## src/rtl/burst_addr_seq.sv

```systemverilog
module burst_addr_seq #(
  parameter int AW = 21
) (
  input  logic          clk,
  input  logic          rst_n,
  input  logic          clk_en_n,
  input  logic          adv,
  input  logic [AW-1:0] ext_addr,
  input  logic          lin_mode,
  output logic [AW-1:0] addr_out
);

  localparam int UW = AW - 2;

  logic [UW-1:0] upper_q;
  logic [1:0]    start_q;
  logic [1:0]    beat_q;
  logic          lin_q;
  logic [1:0]    low;

  always_ff @(posedge clk) begin
    if (!rst_n) begin
      upper_q <= '0;
      start_q <= '0;
      beat_q  <= '0;
      lin_q   <= 1'b0;
    end else if (!clk_en_n) begin
      if (!adv) begin
        upper_q <= ext_addr[AW-1:2];
        start_q <= ext_addr[1:0];
        beat_q  <= '0;
        lin_q   <= lin_mode;
      end else begin
        beat_q  <= beat_q + 2'd1;
      end
    end
  end

  assign low      = lin_q ? (start_q + beat_q) : (start_q ^ beat_q);
  assign addr_out = {upper_q, low};


  load_capture_chk: assert property (@(posedge clk) disable iff (!rst_n)
    (!clk_en_n && !adv) |=> addr_out == $past(ext_addr));


  upper_hold_chk: assert property (@(posedge clk) disable iff (!rst_n)
    (!clk_en_n && adv) |=> $stable(addr_out[AW-1:2]));


  stall_hold_chk: assert property (@(posedge clk) disable iff (!rst_n)
    clk_en_n |=> $stable(addr_out));


  linear_step_chk: assert property (@(posedge clk) disable iff (!rst_n)
    (!clk_en_n && adv && lin_q) |=> addr_out[1:0] == $past(addr_out[1:0]) + 2'd1);


  ilv_step_chk: assert property (@(posedge clk) disable iff (!rst_n)
    (!clk_en_n && adv && !lin_q) |=>
      (addr_out[1:0] ^ $past(addr_out[1:0])) == (beat_q ^ $past(beat_q)));

endmodule

```

## config.mk

```make
export PLATFORM = sky130hd
export DESIGN_NAME = burst_addr_seq
export DESIGN_NICKNAME = d
export VERILOG_FILES = /design/src/rtl/burst_addr_seq.sv
export SDC_FILE = /design/constraint.sdc
export NUM_CORES = 1
export LEC_CHECK = 0
export ABC_AREA = 1
export BUFFER_PORTS_ARGS = -buffer_cell sky130_fd_sc_hd__buf_2
export CORE_ASPECT_RATIO = 0.75
export CORE_MARGIN = 3
export CORE_UTILIZATION = 45
export CTS_CLUSTER_SIZE = 16
export DETAILED_ROUTE_END_ITERATION = 8
export PLACE_DENSITY_LB_ADDON = 0.08
export RECOVER_POWER = 50
export SKIP_LAST_GASP = 1
export SLEW_MARGIN = 20
export SYNTH_ARGS = -nofsm -noshare
export SYNTH_HDL_FRONTEND = slang
export SYNTH_SLANG_ARGS = --single-unit
```

## constraint.sdc

```tcl
create_clock -name clk -period 1.4 [get_ports clk]
set_clock_uncertainty 0.1 [all_clocks]
set_input_delay 0.28 -clock clk [delete_from_list [all_inputs] [get_ports clk]]
set_output_delay 0.28 -clock clk [all_outputs]
set_load 0.01 [all_outputs]
```

Yosys cells after proc, flatten, opt, wreduce, memory -nomap -nowiden
Cells that the tools add are included.
{ "word_totals": {"register_bits": 24, "input_bits": 26, "output_inout_bits": 21, "wordCells": 12} }
{ "op_classes": {"addsub": 2, "mux": 2, "bitwise_logic": 3, "reduce_logical": 1} }
{ "op_table": {"columns": ["op", "n"], "rows": [
  ["2-bit two-way mux", 2],
  ["2-bit by 1-bit adder with 2-bit output (second input constant)", 1],
  ["2-bit adder", 1],
  ["1-bit inverter", 2],
  ["2-bit AND reduction", 1],
  ["2-bit bitwise XOR", 1]
]} }

Longest topological paths before layout
{ "depth": {"depth_word": 2, "ltp_mapped": 6, "ltp_nobuf": 6} }

Worst setup path before layout
OpenSTA, ideal clock, no wires.
{ "synth_path": {"kind": "register -> output", "startpoint": "reg beat_q[0]", "endpoint": "out addr_out[1]", "t_arrival_ns": 0.774, "required_ns": 1.020, "path_slack_ns": 0.246, "stages_incl_launch_ff": 7, "path_buffers": 0, "path_cell_list": "dfxtp_1 > ha_1 > nand2_1 > inv_1 > nand3_1 > nand2_1 > inv_1"} }
{ "synth_via": {"elab_chain_cells": 2} }
{ "synth_rtl": {"columns": ["element", "line_no", "source"], "rows": [
  ["start: declaration", "17", "logic [1:0] beat_q;"],
  ["start signal: assignment", "34", "beat_q <= beat_q + 2'd1;"],
  ["2-bit adder", "39", "assign low = lin_q ? (start_q + beat_q) : (start_q ^ beat_q);"],
  ["2-bit two-way mux", "39", null],
  ["end: declaration", "10", "output logic [AW-1:0] addr_out"]
]} }
No other way between the ends.

Worst setup path after layout
{ "layout_path": {"startpoint": "reg start_q[0]", "endpoint": "out addr_out[1]"} }
{ "layout_via": {"elab_chain_cells": 2} }
{ "layout_rtl": {"columns": ["element", "line_no", "source"], "rows": [
  ["start: declaration", "16", "logic [1:0] start_q;"],
  ["start signal: assignment", "30", "start_q <= ext_addr[1:0];"],
  ["2-bit adder", "39", null],
  ["2-bit two-way mux", "39", null]
]} }
No other way between the ends.

==> results by group <==
Run status
  – Status: finished with violations
  – Failing checks: negative setup slack

Cells and area
  – Sequential Area: 484 µm²
  – Final std cells w/o fill: 192
  – Design area: roughly 1300 µm²
  – Fillers: 198
  – Area of the multi-input gates: 434 µm²
  – Final #Nets: 196
  – Area Growth Syn to Fin: 25.9%
  – Antenna diodes: 0
  – Share of layout cells above drive strength 1: 47.0%

Critical path
  – CP Max Fanout: 2
  – Worst Path Arrival: 1180 ps
  – Worst setup EP type: primary output
  – Crit Reg-Reg Startpoint: beat_q[0]
  – R2R depth: 5
  – Critical path class: reg -> out
  – Startpoint Class: flop
  – R2R Setup Slk: 440 ps
  – Critical Path RT: 1020 ps
  – Worst R2R End: beat_q[1]
  – Crit. Startpoint: start_q[0]
  – End of the critical path: addr_out[1]

GRT
  – Initial antenna violation count: 0
  – First-pass GRT wire length: between 3000 and 4000 µm
  – Largest net degree at the start of global routing: 25
  – Tot GR Track Use: 15.8%
  – Vias in the first global route: 795
  – Overflow after GRT: 0

Clock tree
  – CTS Hold Bufs: 0
  – Clock sinks: 24
  – CTS tree: done
  – Clock slew at reported path FFs: 120 ps
  – Longest Clk Path Bufs: 2
  – CTS HTree Levels: 1
  – Worst-Skew Late Latency: 300 ps
  – CTS Buf Count: 3
  – Root Buffer: clkbuf_4

Timing
  – Worst Max-Slew Pin Slew: 390 ps
  – RSZ-0062 raised after global routing: yes
  – WHS: 87.9 ps
  – Post-route worst setup slack: -155 ps
  – Fmax: around 640 MHz
  – Final setup viols: 1
  – Total negative slack: -155 ps
  – Worst rel slew slack: between 70% and 80%
  – Minimum clock period: 1560 ps
  – Final hold violation count: 0
  – Final slew viol count: 0
  – Period utilization: 111%

Detailed routing
  – Initial DRC count: 38
  – Vias: 902
  – Routed Antenna Nets: 0
  – Met3 wire length: 164 µm
  – Vias per Instance: 4.70
  – Initial DRT Pass Iterations: 4
  – Number of remaining DRC errors: 0
  – Total Wirelength: 2090 µm
  – Mean routed wirelength per cell: around 11 µm
  – Uppermost layer routed: met4
  – Met2 WL post-DR: 998 µm
  – Met1 wire length: 918 µm

Yosys
  – Ys Warns: 0
  – Unique masters post-synth: 15
  – Netlist Area Pre-Place: 1000 µm²
  – Synth Instances: 122
  – Avg Cell Area, Syn: a little over 8 µm²
  – Yosys reg bits: 24
  – Synth Net Count: 149
  – Sequential area share after synthesis: 48.0%

Placement
  – DP Worst Slack: 102 ps
  – Post-DP HPWL: 1440 µm
  – GP Congestion: 0.779
  – Placed insts: 187
  – IO buf count: 46
  – Placed inst area: 1200 µm²

Power and ir drop
  – Static Leak: about 0.00065 µW
  – Peak VDD IR: 1.08 mV
  – PD cells: 1050 nW/µm²

Floorplan
  – Initial Util: 48.8%
  – Horiz. Die Dim: ~60 µm
  – Die Span Y: 46.8 µm
  – IO Count: 47
  – Core Area: 2050 µm²
  – Num rows: 14
  – Die area: 2830 µm²

Worst hold path
  – Cells on Worst Hold Path: 3
  – Hold crit path type: in -> reg

Flow run
  – Max-Cap Viols: 0
## Yosys cell counts
library cell	n	area share, %
nand2_1	7	2.6
o21ai_0	2	1.0
nor3_1	1	0.50
nor2_1	28	10
o21ai_1	20	10
buf_6	2	2.2
nand3_1	4	2.0
buf_2	2	1.0
buf_12	2	4.0
inv_2	1	0.37
dfxtp_1	24	48
inv_1	6	2.2
nor2_2	21	13
nand2_4	1	1.1
ha_1	1	1.2
## worst min path at each step
stage / from / endpoint / slack (ps)
2_1_floorplan: rst_n / beat_q[0] / 310
3_3_place_gp: upper_q[11] / upper_q[11] / 380
3_5_place_dp: upper_q[13] / upper_q[13] / 380
4_1_cts: ext_addr[2] / upper_q[0] / 80
5_1_grt: ext_addr[20] / upper_q[18] / 70
6_report: ext_addr[2] / upper_q[0] / 90
## logic make-up after synthesis
family / Yosys count / share of synthesized area [%]
flops: 24 / 48.0
buf+inv: 13 / 9.87
fa+ha+maj: 1 / 1.25
simple gates: 62 / 29.9
compound gates: 22 / 11.0
## metrics by stage
stage / utilization (%) / power (µW)
5_1_grt: 61.5 / 1400
6_report: 61.5 / 1330
4_1_cts: 61.7 / 1350
2_1_floorplan: - / 901
3_5_place_dp: 58.4 / 982
3_3_place_gp: 58.4 / 977
## what timing repair did
| action | 4_1_cts | 5_1_grt |
|---|---|---|
| setup endpoints to repair | 2 | 2 |
| gates resized for setup | 6 | 1 |
| gates cloned | 0 | 0 |
| buffers inserted | 1 | 0 |
| pin swaps | 2 | 0 |
## cell usage in the layout, fill, tap and decap left out
cell,count
clkbuf_2,1
buf_4,1
nor2_2,20
o21ai_0,19
nor3_1,1
dfxtp_2,3
inv_2,1
clkbuf_4,3
buf_2,45
inv_1,6
nand2_2,1
nand3_1,4
clkbuf_8,1
o21ai_1,3
buf_6,1
nand2_4,1
nor2_1,29
dfxtp_1,21
nand2_1,6
ha_4,1
## layer usage
metal / track usage (%) / up-vias
met1: 20.2 / 399
met2: 25.9 / 28
li1: - / 473
met4: 2.60 / 0
met3: 6.59 / 2
met5: 0 / -
## report_power, final
group          switching [µW]  total, µW  internal (µW)
sequential               23.8        753            729
combinational             122        220           97.9
clock                     194        353            159
## layout make-up
type,count,share of cell area (%)
flip-flops and latches,24,38.4
multi-input cells,85,34.5
repair buffers,48,19.8
clock buffers,4,2.88
well taps,24,2.38
inverters,7,2.09
## registers in the layout, indices dropped and copies added (netlist names)
name,cells
start_q,2
upper_q,19
beat_q,2
lin_q,1
## critical path, stage by stage (launching register included)
cell	delay (ps)
dfxtp_2	370
ha_4	130
nand2_2	40
inv_1	50
nand3_1	60
nand2_1	60
inv_1	30
buf_2	120
Power figures use the tool's default switching activity.
